## src/rtl/fsp_pkg.sv

```systemverilog
package fsp_pkg;

    localparam logic [4:0] ADDR_STATUS = 5'h00;
    localparam logic [4:0] ADDR_SID    = 5'h04;
    localparam logic [4:0] ADDR_DID    = 5'h08;
    localparam logic [4:0] ADDR_MEMOP  = 5'h0C;
    localparam logic [4:0] ADDR_ISR    = 5'h10;
    localparam logic [4:0] ADDR_IMR    = 5'h14;
    localparam logic [4:0] ADDR_CS     = 5'h18;

    typedef enum logic [1:0] {
        OP_NONE = 2'd0,
        OP_BULK = 2'd1,
        OP_SECT = 2'd2,
        OP_PROT = 2'd3
    } memop_e;

    localparam int FLAG_ERASE = 0;
    localparam int FLAG_WRITE = 1;

endpackage

```

## src/rtl/fsp_region.sv

```systemverilog
// Turns protect code and top/bottom select into a half-open sector range [lo, hi).
module fsp_region #(
    parameter int SECTORS = 64,
    parameter int CNT_W   = $clog2(SECTORS + 1)
) (
    input  logic [3:0]       code,
    input  logic             bottom,
    output logic [CNT_W-1:0] lo,
    output logic [CNT_W-1:0] hi
);
    localparam logic [15:0] SECT16 = 16'(SECTORS);

    logic [15:0]      raw_len;
    logic [CNT_W-1:0] len;

    always_comb begin
        raw_len = (code == 4'd0) ? 16'd0 : (16'd1 << (code - 4'd1));
        len     = (raw_len > SECT16) ? CNT_W'(SECTORS) : raw_len[CNT_W-1:0];
        if (bottom) begin
            lo = '0;
            hi = len;
        end else begin
            lo = CNT_W'(SECTORS) - len;
            hi = CNT_W'(SECTORS);
        end
    end
endmodule

```

## src/rtl/fsp_guard.sv

```systemverilog
// Range hit test for one sector index.
module fsp_guard #(
    parameter int CNT_W = 7
) (
    input  logic [CNT_W-1:0] sector,
    input  logic [CNT_W-1:0] lo,
    input  logic [CNT_W-1:0] hi,
    output logic             hit
);
    always_comb hit = (sector >= lo) && (sector < hi);
endmodule

```

## src/rtl/flash_prot_csr.sv

```systemverilog
module flash_prot_csr
    import fsp_pkg::*;
#(
    parameter int          SECTORS    = 64,
    parameter int          SECT_LOG2  = 16,
    parameter int          CS_W       = 3,
    parameter logic [31:0] SILICON_ID = 32'h0000_0017,
    parameter logic [31:0] DEVICE_ID  = 32'h0020_BA18,
    localparam int         IDX_W      = $clog2(SECTORS),
    localparam int         CNT_W      = $clog2(SECTORS + 1),
    localparam int         MEM_AW     = IDX_W + SECT_LOG2
) (
    input  logic              clk,
    input  logic              rst_n,
    input  logic              csr_wr,
    input  logic [4:0]        csr_addr,
    input  logic [31:0]       csr_wdata,
    output logic [31:0]       csr_rdata,
    input  logic              win_wr,
    input  logic [MEM_AW-1:0] win_addr,
    input  logic [31:0]       win_wdata,
    output logic              eng_bulk_erase,
    output logic              eng_sector_erase,
    output logic [IDX_W-1:0]  eng_sector,
    output logic              eng_write,
    output logic [MEM_AW-1:0] eng_write_addr,
    output logic [31:0]       eng_write_data,
    output logic [CS_W-1:0]   chip_sel,
    output logic              irq
);

    typedef struct packed {
        logic [3:0]        code;
        logic              bottom;
        logic [1:0]        isr;
        logic [1:0]        imr;
        logic [CS_W-1:0]   cs;
        logic              bulk;
        logic              sect;
        logic [IDX_W-1:0]  sidx;
        logic              wr;
        logic [MEM_AW-1:0] waddr;
        logic [31:0]       wdata;
    } state_t;

    state_t st_d, st_q;

    // protected range
    logic [CNT_W-1:0] reg_lo, reg_hi;

    fsp_region #(.SECTORS(SECTORS), .CNT_W(CNT_W)) u_region (
        .code   (st_q.code),
        .bottom (st_q.bottom),
        .lo     (reg_lo),
        .hi     (reg_hi)
    );

    // guard 0: erase target, guard 1: window write target
    logic [1:0][CNT_W-1:0] g_sector;
    logic [1:0]            g_hit;

    assign g_sector[0] = CNT_W'(csr_wdata[8 +: IDX_W]);
    assign g_sector[1] = CNT_W'(win_addr[MEM_AW-1 -: IDX_W]);

    for (genvar g = 0; g < 2; g++) begin : g_guard
        fsp_guard #(.CNT_W(CNT_W)) u_guard (
            .sector (g_sector[g]),
            .lo     (reg_lo),
            .hi     (reg_hi),
            .hit    (g_hit[g])
        );
    end

    // sector field above the device is out of range
    logic sect_oob;
    assign sect_oob = (csr_wdata[31:8] >= 24'(SECTORS));

    logic unused_wbits;
    assign unused_wbits = ^csr_wdata[7:2];

    memop_e op;
    assign op = memop_e'(csr_wdata[1:0]);

    logic [1:0] flag_set, flag_clr;

    always_comb begin
        st_d      = st_q;
        st_d.bulk = 1'b0;
        st_d.sect = 1'b0;
        st_d.wr   = 1'b0;
        flag_set  = 2'b00;
        flag_clr  = 2'b00;

        if (csr_wr) begin
            unique case (csr_addr)
                ADDR_MEMOP: begin
                    unique case (op)
                        OP_BULK: begin
                            if (st_q.code == 4'd0) st_d.bulk = 1'b1;
                            else flag_set[FLAG_ERASE] = 1'b1;
                        end
                        OP_SECT: begin
                            if (!sect_oob && !g_hit[0]) begin
                                st_d.sect = 1'b1;
                                st_d.sidx = csr_wdata[8 +: IDX_W];
                            end else begin
                                flag_set[FLAG_ERASE] = 1'b1;
                            end
                        end
                        OP_PROT: begin
                            st_d.code   = csr_wdata[11:8];
                            st_d.bottom = csr_wdata[12];
                        end
                        default: ;
                    endcase
                end
                ADDR_ISR: flag_clr   = csr_wdata[1:0];
                ADDR_IMR: st_d.imr   = csr_wdata[1:0];
                ADDR_CS:  st_d.cs    = csr_wdata[CS_W-1:0];
                default: ;
            endcase
        end

        if (win_wr) begin
            if (g_hit[1]) begin
                flag_set[FLAG_WRITE] = 1'b1;
            end else begin
                st_d.wr    = 1'b1;
                st_d.waddr = win_addr;
                st_d.wdata = win_wdata;
            end
        end

        // a new flag outranks a clear in the same cycle
        st_d.isr = (st_q.isr & ~flag_clr) | flag_set;
    end

    always_ff @(posedge clk or negedge rst_n) begin
        if (!rst_n) st_q <= '0;
        else        st_q <= st_d;
    end

    // read mux
    always_comb begin
        csr_rdata = '0;
        unique case (csr_addr)
            ADDR_STATUS: csr_rdata = {25'd0, st_q.code[3], st_q.bottom, st_q.code[2:0], 2'b00};
            ADDR_SID:    csr_rdata = SILICON_ID;
            ADDR_DID:    csr_rdata = DEVICE_ID;
            ADDR_ISR:    csr_rdata = {30'd0, st_q.isr};
            ADDR_IMR:    csr_rdata = {30'd0, st_q.imr};
            ADDR_CS:     csr_rdata = {{(32-CS_W){1'b0}}, st_q.cs};
            default:     csr_rdata = '0;
        endcase
    end

    // names seen by the bound checker
    logic [3:0] prot_code;
    logic [1:0] isr_bits;
    logic [1:0] imr_bits;
    assign prot_code = st_q.code;
    assign isr_bits  = st_q.isr;
    assign imr_bits  = st_q.imr;

    assign eng_bulk_erase   = st_q.bulk;
    assign eng_sector_erase = st_q.sect;
    assign eng_sector       = st_q.sidx;
    assign eng_write        = st_q.wr;
    assign eng_write_addr   = st_q.waddr;
    assign eng_write_data   = st_q.wdata;
    assign chip_sel         = st_q.cs;
    assign irq              = |(st_q.isr & st_q.imr);

endmodule

```

## config.mk

```make
export PLATFORM = sky130hd
export DESIGN_NAME = flash_prot_csr
export DESIGN_NICKNAME = d
export VERILOG_FILES = /design/src/rtl/fsp_pkg.sv /design/src/rtl/fsp_region.sv /design/src/rtl/fsp_guard.sv /design/src/rtl/flash_prot_csr.sv
export SDC_FILE = /design/constraint.sdc
export NUM_CORES = 1
export LEC_CHECK = 0
export ABC_CLOCK_PERIOD_IN_PS = 9100
export BUFFER_PORTS_ARGS = -buffer_cell sky130_fd_sc_hd__buf_2
export CORE_UTILIZATION = 52
export DETAILED_ROUTE_END_ITERATION = 8
export PLACE_DENSITY = 0.87
export SETUP_SLACK_MARGIN = 0.05
export SYNTH_ARGS = -nofsm -noshare
export SYNTH_HDL_FRONTEND = slang
export SYNTH_HIERARCHICAL = 1
export SYNTH_SLANG_ARGS = --single-unit
```

## constraint.sdc

```tcl
create_clock -name clk -period 9.1 [get_ports clk]
set_clock_uncertainty 0.1 [all_clocks]
set_input_delay 2.73 -clock clk [delete_from_list [all_inputs] [get_ports clk]]
set_output_delay 2.73 -clock clk [all_outputs]
set_load 0.02 [all_outputs]
```

=== Word level (Yosys, flattened, before mapping) ===
Index checks and enable logic that the tools add are counted.

* Add/sub/neg operators: 2
* Order comparisons: 6
* Eq/ne operators: 9
* Shift-type cells: 1
* Mux-type cells: 22
* Bitwise gates (word level): 5
* Reduce and logical (&&, ||, !) cells: 13

{| class="wikitable"
|+ Operator list
! kind !! count
|-
| $pmux 22 s6 || 1
|-
| $mux 55 || 2
|-
| $mux 7 || 5
|-
| $ge 24x7->1 const B || 1
|-
| $gt 16x7->1 const B || 1
|-
| $mux 16 || 1
|-
| $mux 8 || 2
|-
| $shl 1x4->16 const A || 1
|-
| $eq 5x5->1 const B || 3
|-
| $ge 6x7->1 || 2
|-
| $lt 6x7->1 || 2
|-
| $eq 5x4->1 const B || 2
|-
| $mux 1 || 8
|-
| $sub 7x7->7 const A || 1
|-
| $reduce_and 2->1 || 3
|-
| $eq 5x3->1 const B || 1
|-
| $logic_not 5->1 || 1
|-
| $and 2x2->2 || 2
|-
| $eq 2x2->1 const B || 2
|-
| $logic_not 4->1 || 1
|-
| $mux 2 || 2
|-
| $reduce_and 4->1 || 1
|-
| $sub 4x1->4 const B || 1
|-
| $logic_and 1x1->1 || 3
|-
| 8 further kinds || 9
|}

* Bits in registers: 75
* Input port bits: 95
* Output and inout bits: 99
* Word-level logic and storage cells: 69

=== Longest topological paths before layout ===
Gate-level depths: netlist (run 1).

* Word-level depth: 16
* Gate-level depth with buffers: 16
* Depth with buffers taken out: 15

=== Modules after synthesis ===
Netlist (run 1), hierarchy kept.

{| class="wikitable"
|+ By module, submodules not included
! module !! times used !! cells an instance !! area each (um2) !! seq. area each (um2)
|-
| flash_prot_csr || 1 || 302 || 3747.3 || 1876.8
|-
| fsp_guard || 2 || 42 || 314.1 || 0.0
|-
| fsp_region || 1 || 39 || 225.2 || 0.0
|}

=== Worst setup path before layout (run 1) ===
OpenSTA, ideal clock, no wires.

* Path kind: in2out
* Start: in csr_addr[4]
* End: out csr_rdata[4]
* Arrival: 3.810 ns
* Data required time: 6.270 ns
* Slack: 2.460 ns
* Stages: 3
* Path buffers: 1
* Path through: clkbuf_1 -> or3_1 -> nor3_1

* Cells in the longest elaborated chain, start to end: 2
* Elaborated cells on any way between the ends: 7
* Those cells by class: 5 x eq/ne; 1 x mux; 1 x reduce/logical

{| class="wikitable"
|+ Ends and longest elaborated chain
! what !! RTL line !! RTL
|-
| from (decl) || flash_prot_csr.sv:16 || <nowiki>input logic [4:0] csr_addr,</nowiki>
|-
| $eq 5x5->1, or another cell as far along || flash_prot_csr.sv:146 || <nowiki>unique case (csr_addr)</nowiki>
|-
| $pmux 22 s6 (*) || flash_prot_csr.sv:146 ||
|-
| to (decl) || flash_prot_csr.sv:18 || <nowiki>output logic [31:0] csr_rdata,</nowiki>
|}

Every way passes the cells marked *; elsewhere a longest branch is shown, timed or not.

=== Worst setup path in the final report (run 1) ===
* Start: in csr_addr[3]
* End: out csr_rdata[1]

The elaborated chain is that of the path after synthesis.

==> results of run 1 <==
==> cells in the mapped netlist (2+ instances only) <==
library cell  instances
a2111oi_2             2
a211oi_1              4
a21boi_0              2
a21o_1                2
a21oi_1               5
a22o_1                2
and2_1                2
and3_1                5
buf_2                10
buf_4                87
clkbuf_1              3
dfrtp_1              75
ha_1                 30
inv_1                31
mux2_2               70
nand2_1               6
nand2b_1              7
nand3_1               5
nand4_1               3
nor2_1               20
nor2b_1               4
nor3_1               16
nor4_1                8
o2111ai_1             3
o21ai_0               5
o31a_1                3
or3_1                 3
==> critical path, stage by stage <==
cell and delay (ns):
buf_2 0.16, nor2b_1 0.32, nand3_1 0.12, o31a_1 0.11, nor3_1 0.20, buf_2 0.22
==> layer usage <==
| layer | GRT usage [%] | vias to the layer above |
|---|---|---|
| met5 | 0 | - |
| met2 | 38.4 | 116 |
| met4 | 8.46 | 0 |
| li1 | - | 1561 |
| met1 | 23.0 | 1589 |
| met3 | 4.03 | 13 |
==> sequential cells by signal, indices dropped and copies added (netlist names) <==
signal and cells:
prot_code 4, eng_sector_erase 1, eng_write_data 32, isr_bits 2, st_q 1, eng_write_addr 22, eng_sector 6, chip_sel 3
eng_bulk_erase 1, imr_bits 2, eng_write 1
==> power breakdown <==
group	internal, mW	leakage (nW)	total (mW)	switching (mW)
clock	0.108	0.0815	0.237	0.129
combinational	0.166	1.62	0.388	0.222
sequential	0.408	0.905	0.452	0.0441
==> final cells by class <==
cell class / instances / share of cell area, %
clock inverter: 6 / 0.923
tap: 105 / 2.55
inverter: 31 / 2.26
clock buffer: 10 / 2.67
sequential: 75 / 36.5
timing repair buffer: 170 / 16.6
multi-input combinational: 241 / 38.5
==> kinds of logic after synthesis <==
kind of cell	share of synthesized area (%)
buffers and inverters	18.1
multiplexers	17.1
AO/OA/AOI/OAI	5.58
adder cells (fa/ha/maj)	8.16
other	0.0815
AND/OR/NAND/NOR	10.2
flip-flops	40.8
==> metrics by stage <==
step	total power, mW	hold slack [ns]	area, µm²	cells	setup WS (ns)
after floorplan	0.816	0.382	4680	447	2.46
after global placement	0.830	0.383	4960	622	2.57
after detailed placement	0.851	0.390	4960	622	2.48
after CTS	1.09	0.408	5150	638	2.48
after global routing	1.15	0.424	5150	638	2.26
final	1.08	0.402	5150	638	2.40
==> path summary, 6_finish.rpt <==
| kind | startpoint | to | slack (ns) |
|---|---|---|---|
| max in group asynchronous | rst_n | isr_bits[0]$_DFF_PN0_ | 5.88 |
| worst min-delay path | eng_write_data[10]$_DFFE_PN0P_ | eng_write_data[10]$_DFFE_PN0P_ | 0.40 |
| worst max-delay path | csr_addr[3] | csr_rdata[1] | 2.40 |
| worst min register to register | eng_write_data[10]$_DFFE_PN0P_ | eng_write_data[10]$_DFFE_PN0P_ | 0.40 |
| min in group asynchronous | rst_n | eng_sector[5]$_DFFE_PN0P_ | 2.40 |
| worst max register to register | prot_code[1]$_DFFE_PN0P_ | eng_sector[3]$_DFFE_PN0P_ | 4.72 |
==> impl_metrics.ini, run 1 <==
[worst_setup_path]
cp_max_fo = 9
critPathRequiredTime_ns = 6.27
endpoint_kind = output pin
crit_type = input pin to output pin
rr_worst_depth = 15
crit_arrival_ns = 3.87
start_kind = input pin

[min_path]
holdCritPathClass = flop to flop
hold_depth = 1

[status]
status = completed

[cells_and_area]
postLayoutCoreUtil_pct = 61.4
antenna_cells = 0
nNetsFinal = 653
multi_input_area_um2 = 1980
final_common_cell = buf_2
final_cell_mix = 168 x buf_2, 75 x dfrtp_1, 70 x mux2_2, 31 x inv_1, 30 x ha_1
seq_area_um2 = 1880
n_fill_cell = 700
areaGrowthSynthToFinish_pct = 11.9
drive_gt1_share_pct = 49.2

[sta]
fin_tns_setup_ns = 0
finalCritPeriodShare_pct = 73.6
hold_violations = 0
period_needed_ns = 6.70
worstMarginPinSlew_ns = 0.915
maxSlewHeadroom_pct = 39.0
fmax_mhz = 149
setup_viol = 0
rsz0062_at_grt = false
slew_viol_final = 0

[die]
dieArea_um2 = 9230
dieWidth_um = 96.1
die_y_um = 96.1
initial_core_util_pct = 54.9
io_pins = 194
core_region_area_um2 = 8380
row_count = 33

[global_route]
grt_max_degree = 76
grt_pass1_wl_um = 14700
grt_pass1_vias = 3313
grt_antenna_before_repair = 0
grt.total_usage_pct = 20.7
gr-total-overflow = 0

[synthesis]
syn_inst = 425
seq_area_frac_synth_pct = 40.8
synth_edf_count = 0
synthFlopType = dfrtp_1
synthesis.area_um2 = 4600
synth.area.top_cells = dfrtp_1 41%, mux2_2 17%, buf_4 14%
synth_area_per_cell_um2 = 10.8
ys_warn_count = 6
synth.distinct_cells = 39
ys_seq_elements = 75
synth_top_area_cell = dfrtp_1
async_flop_share_pct = 100
netlist.area_leader.share_pct = 40.8

[route]
wirelength_um = 9240
drt_iter0_drc = 163
dr.pass1.iters = 4
drc = 0
vias_per_cell = 5.14
routed.top_layer = met4
met2_length_um = 5090
post_drt_wl_per_cell_um = 14.5
ant_nets = 0
vias = 3279
wl_met1_um = 3600
dr_wl_met3_um = 433

[clock_network]
clock_sinks = 75
cts_resized = 0
cts_buffer_depth = 2
path_clk_slew_ns = 0.07
hold_buffers = 0
clk_latency_ns = 0.34
h-tree-depth = 3
cts_tree = done
cts_setup_buffers = 0
ctsRootBufferMaster = clkbuf_8
cts_buffers = 9

[power]
p_leak_nw = 2.60
ir_worst_vdd_uv = 142
power_density_nw_per_um2 = 209

[flow_run]
drv_cap = 0

[placement]
port_buffers = 169
gp_congestion = 0.840
place_hpwl_um = 7190
(Power assumes the default switching activity.)
==> run 2, diff against run 1 <==
--- a/config.mk
+++ b/config.mk
@@ -5,11 +5,11 @@
 export SDC_FILE = /design/constraint.sdc
 export NUM_CORES = 1
 export LEC_CHECK = 0
-export ABC_CLOCK_PERIOD_IN_PS = 9100
+export ABC_CLOCK_PERIOD_IN_PS = 5500
 export BUFFER_PORTS_ARGS = -buffer_cell sky130_fd_sc_hd__buf_2
-export CORE_UTILIZATION = 52
+export CORE_UTILIZATION = 44
 export DETAILED_ROUTE_END_ITERATION = 8
-export PLACE_DENSITY = 0.87
+export PLACE_DENSITY = 0.78
 export SETUP_SLACK_MARGIN = 0.05
 export SYNTH_ARGS = -nofsm -noshare
 export SYNTH_HDL_FRONTEND = slang
==> constraint.sdc (replaced) <==
create_clock -name clk -period 5.5 [get_ports clk]
set_clock_uncertainty 0.1 [all_clocks]
set_input_delay 1.65 -clock clk [delete_from_list [all_inputs] [get_ports clk]]
set_output_delay 1.65 -clock clk [all_outputs]
set_load 0.02 [all_outputs]
==> impl_metrics.ini, run 2 (synthesis results as in run 1) <==
[clock_network]
cts_buffer_depth = 2
cts_resized = 0
h-tree-depth = 3
hold_buffers = 0
cts_tree = done
clock_sinks = 75
clk_latency_ns = 0.36
ctsRootBufferMaster = clkbuf_8
cts_buffers = 9
cts_setup_buffers = 0
path_clk_slew_ns = 0.08

[die]
dieWidth_um = 104
initial_core_util_pct = 46.2
io_pins = 194
row_count = 36
core_region_area_um2 = 9950
die_y_um = 104
dieArea_um2 = 10900

[power]
p_clk_share_pct = 22.4
swShare_pct = 37.5
seqPwrFrac_pct = 41.5
power.total_mw = 1.79
p_sw_mw = 0.673
ir_worst_vdd_uv = 212
power_density_nw_per_um2 = 346
p_int_mw = 1.12
combPwrFrac_pct = 36.1
p_leak_nw = 2.61

[route]
drt_iter0_drc = 197
post_drt_wl_per_cell_um = 14.0
wirelength_um = 9350
dr.pass1.iters = 4
vias_per_cell = 4.94
ant_nets = 0
drc = 0
vias = 3288

[global_route]
grt.total_usage_pct = 18.0
grt_pass1_vias = 3267
grt_pass1_wl_um = 15500
grt_max_degree = 76
gr-total-overflow = 0
grt_antenna_before_repair = 1

[sta]
maxSlewHeadroom_pct = 38.6
rsz0062_at_grt = false
fmax_mhz = 227
fin_tns_setup_ns = 0
postLayoutSetupSlackWorst_ns = 1.10
setup_viol = 0
hold_violations = 0
worstMarginPinSlew_ns = 0.921
finalCritPeriodShare_pct = 80.1
slew_viol_final = 0
period_needed_ns = 4.40

[cells_and_area]
final_common_cell = buf_2
final_cell_mix = 168 x buf_2, 75 x dfrtp_1, 70 x mux2_2, 31 x inv_1, 30 x ha_1
drive_gt1_share_pct = 49.2
n_fill_cell = 878
largest_reg_flops = 32
stdcell_area_um2 = 5180
antenna_cells = 0
areaGrowthSynthToFinish_pct = 12.6
nNetsFinal = 653

[min_path]
worstHoldStart = eng_write_addr[10]$_DFFE_PN0P_
holdCritPathClass = flop to flop

[placement]
placed_cell_area_um2 = 5000
port_buffers = 169
dp_slack_ns = 1.10
gp_congestion = 0.854
place_hpwl_um = 7200

[worst_setup_path]
start_kind = input pin
endpoint_kind = output pin
critPathRequiredTime_ns = 3.75
crit_type = input pin to output pin
r2r_start = prot_code[1]$_DFFE_PN0P_
cp_max_fo = 9
crit_arrival_ns = 2.65
crit_start = csr_addr[3]

[flow_run]
drv_cap = 0

[status]
status = completed
## run 2: cell types whose count changed in the layout (fill, tap and decap cells not counted)
cell	previous run	this run
clkbuf_8	10	9
clkinv_2	0	1
clkinvlp_4	4	2
inv_6	2	3
inv_8	0	1
## run 2: layout make-up
| class | count | area, µm² | share of cell area, % |
|---|---|---|---|
| multi-input combinational | 241 | 1980 | 38.3 |
| clock buffer | 9 | 124 | 2.39 |
| timing repair buffer | 170 | 856 | 16.5 |
| clock inverter | 7 | 57.6 | 1.11 |
| tap | 133 | 166 | 3.21 |
| sequential | 75 | 1880 | 36.2 |
| inverter | 31 | 116 | 2.25 |
## run 2: critical path: stages
cell and delay, ns:
buf_2 0.16, nor2b_1 0.29, nand3_1 0.12, o31a_1 0.12, nor3_1 0.13, buf_2 0.19
## run 2: worst paths after layout
check / to / slack, ns / cells past startpoint
setup / recovery: csr_rdata[1] / 1.10 / 6
hold / removal: eng_write_addr[10]$_DFFE_PN0P_ / 0.41 / 1
setup reg to reg: eng_sector[4]$_DFFE_PN0P_ / 1.22 / 14
hold reg to reg: eng_write_addr[10]$_DFFE_PN0P_ / 0.41 / 1
max in group asynchronous: eng_sector[2]$_DFFE_PN0P_ / 3.37 / 1
min in group asynchronous: eng_write_data[27]$_DFFE_PN0P_ / 1.31 / 1
## run 2: metrics by stage
step | hold slack [ns] | utilization (%) | std cells
after global placement | 0.383 | 50.2 | 650
after global routing | 0.419 | 52.0 | 666
after CTS | 0.411 | 52.0 | 666
after detailed placement | 0.391 | 50.2 | 650
final | 0.406 | 52.0 | 666
after floorplan | 0.382 | - | 447
## run 2: routing by layer
metal	wire length, µm	GRT usage (%)	vias to the layer above
met5	10	0	-
met4	188	8.57	2
met3	425	3.51	17
met2	4840	31.3	119
met1	3890	21.2	1584
li1	-	-	1566
## run 2: power groups by stage
stage	logic (mW)	clock network [mW]	registers, mW
2_1_floorplan	0.614	0	0.737
3_3_place_gp	0.632	0	0.747
3_5_place_dp	0.652	0	0.756
4_1_cts	0.654	0.417	0.746
5_1_grt	0.699	0.440	0.764
6_report	0.648	0.402	0.744
==> run 3, diff against run 2 <==
--- a/config.mk
+++ b/config.mk
@@ -5,11 +5,12 @@
 export SDC_FILE = /design/constraint.sdc
 export NUM_CORES = 1
 export LEC_CHECK = 0
-export ABC_CLOCK_PERIOD_IN_PS = 5500
+export ABC_AREA = 1
+export ABC_CLOCK_PERIOD_IN_PS = 4340
 export BUFFER_PORTS_ARGS = -buffer_cell sky130_fd_sc_hd__buf_2
-export CORE_UTILIZATION = 44
+export CORE_UTILIZATION = 49
 export DETAILED_ROUTE_END_ITERATION = 8
-export PLACE_DENSITY = 0.78
+export PLACE_DENSITY = 0.82
 export SETUP_SLACK_MARGIN = 0.05
 export SYNTH_ARGS = -nofsm -noshare
 export SYNTH_HDL_FRONTEND = slang
==> constraint.sdc (replaced) <==
create_clock -name clk -period 4.34 [get_ports clk]
set_clock_uncertainty 0.1 [all_clocks]
set_input_delay 1.302 -clock clk [delete_from_list [all_inputs] [get_ports clk]]
set_output_delay 1.302 -clock clk [all_outputs]
set_load 0.02 [all_outputs]
==> impl_metrics.ini, run 3 <==
[route]
drt_iter0_drc = 108
post_drt_wl_per_cell_um = 11.0
wirelength_um = 9610
wl_met1_um = 4340
ant_nets = 0
dr.pass1.iters = 4
dr_wl_met3_um = 736
met2_length_um = 4510
drc = 0
vias = 3921
vias_per_cell = 4.48
routed.top_layer = met4

[min_path]
holdCritPathClass = flop to flop
worstHoldStart = eng_write_data[5]$_DFFE_PN0P_

[clock_network]
clk_latency_ns = 0.33
cts_buffers = 9
cts_resized = 0
path_clk_slew_ns = 0.07
hold_buffers = 0
cts_tree = done
cts_setup_buffers = 0
ctsRootBufferMaster = clkbuf_8
cts_buffer_depth = 2
h-tree-depth = 3
clock_sinks = 75

[cells_and_area]
drive_gt1_share_pct = 28.4
final_common_cell = nand2_1
multi_input_area_um2 = 2030
areaGrowthSynthToFinish_pct = 13.1
nNetsFinal = 867
stdcell_area_um2 = 5430
antenna_cells = 0
final_cell_mix = 247 x nand2_1, 168 x buf_2, 75 x dfrtp_1, 62 x inv_1, 41 x nor2_1
largest_reg_flops = 32
seq_area_um2 = 1880
n_fill_cell = 914

[worst_setup_path]
crit_type = input pin to output pin
cpMaxStageDelayCell = nor2_1
endpoint_kind = output pin
r2r_start = prot_code[2]$_DFFE_PN0P_
critPathRequiredTime_ns = 2.94
r2r_slack_ns = 1.09
critPathMaxStageDelay_ns = 0.28
crit_start = csr_addr[1]
crit_chain = buf_2 -> nor2_4 -> nand3_2 -> nor2_1 -> inv_1 -> o211ai_1 -> buf_2
cpMostUsedCell = buf_2
crit_arrival_ns = 2.39
cp_max_fo = 7
start_kind = input pin

[sta]
finalCritPeriodShare_pct = 87.4
fmax_mhz = 264
worstMarginPinSlew_ns = 0.894
slew_viol_final = 0
maxSlewHeadroom_pct = 40.4
fin_tns_setup_ns = 0
hold_violations = 0
period_needed_ns = 3.79
setup_viol = 0
rsz0062_at_grt = false

[power]
combPwrFrac_pct = 25.3
p_clk_share_pct = 31.3
ir_worst_vdd_uv = 212
seqPwrFrac_pct = 43.4
swShare_pct = 33.5
p_int_mw = 1.31
p_leak_nw = 3.25
power_density_nw_per_um2 = 363
p_sw_mw = 0.661

[synthesis]
netlist.area_leader.share_pct = 39.1
synth.area.top_cells = dfrtp_1 39%, nand2_1 19%, buf_4 14%
syn_inst = 636
synth_area_per_cell_um2 = 7.55
synthesis.area_um2 = 4800
synth.most_common_cell = nand2_1
synthFlopType = dfrtp_1
synth.distinct_cells = 31
synth_edf_count = 0
ys_warn_count = 6
seq_area_frac_synth_pct = 39.1
synth_common_cells = 247 x nand2_1, 92 x buf_4, 75 x dfrtp_1
ys_seq_elements = 75
synth_top_area_cell = dfrtp_1
async_flop_share_pct = 100

[placement]
port_buffers = 169
placed_cell_area_um2 = 5200
gp_congestion = 0.833
place_hpwl_um = 7510

[die]
dieWidth_um = 101
core_region_area_um2 = 9370
initial_core_util_pct = 51.3
io_pins = 194
die_y_um = 101
dieArea_um2 = 10200
row_count = 35

[global_route]
grt_pass1_wl_um = 15100
gr-total-overflow = 0
grt.total_usage_pct = 18.8
grt_max_degree = 76
grt_antenna_before_repair = 0
grt_pass1_vias = 3408

[flow_run]
drv_cap = 0

[status]
status = completed
[run 3: area by class of cell]
cell class / count / share of cell area [%]
well taps: 129 / 2.97
clock buffers: 10 / 2.53
clock inverters: 6 / 1.77
multi-input cells: 415 / 37.4
repair buffers: 172 / 16.0
inverters: 69 / 4.77
flip-flops and latches: 75 / 34.5
[run 3: metrics by stage]
step                hold WS, ns  std cells  setup slack (ns)  power, mW  util, %
floorplan                 0.343        658             0.502       1.32        -
global placement          0.348        860             0.582       1.36     55.5
detailed placement        0.353        860             0.541       1.37     55.5
CTS                       0.373        876             0.529       2.00     58.0
global route              0.384        876             0.405       2.10     58.0
finish                    0.371        876             0.546       1.97     58.0
[run 3: cell families after synthesis]
kind of cell | count (synthesis) | synth area share [%]
AOI/OAI and AO/OA | 34 | 3.86
xor gates and xnor gates | 1 | 0.182
adders and majority gates | 30 | 7.81
buffers and inverters | 168 | 20.5
DFF | 75 | 39.1
other | 1 | 0.0781
and+or+nand+nor | 327 | 28.5
[run 3: power groups by stage]
stage	clock (mW)	combinational (mW)	sequential, mW
after global placement	0	0.496	0.864
after floorplan	0	0.459	0.857
after global routing	0.670	0.558	0.869
after CTS	0.638	0.506	0.855
after detailed placement	0	0.505	0.868
final	0.618	0.500	0.856
[run 3: path summary, 6_finish.rpt]
kind,endpoint,cells past startpoint
setup reg to reg,eng_write_data[23]$_DFFE_PN0P_,20
hold reg to reg,eng_write_data[5]$_DFFE_PN0P_,2
hold / removal,eng_write_data[5]$_DFFE_PN0P_,2
setup / recovery,csr_rdata[4],7
max in group asynchronous,eng_write_data[16]$_DFFE_PN0P_,1
min in group asynchronous,eng_write_addr[3]$_DFFE_PN0P_,1
[run 3: critical path, delay by kind of cell]
kind | cells | cell delay (ns)
compound gates | 1 | 0.09
buf+inv | 3 | 0.40
simple gates | 3 | 0.60
[run 3: metal layers]
layer  vias up  global-route usage [%]
li1       2050                       -
met3         2                    4.99
met1      1720                    23.5
met5         -                       0
met2       149                    33.2
met4         0                    3.01
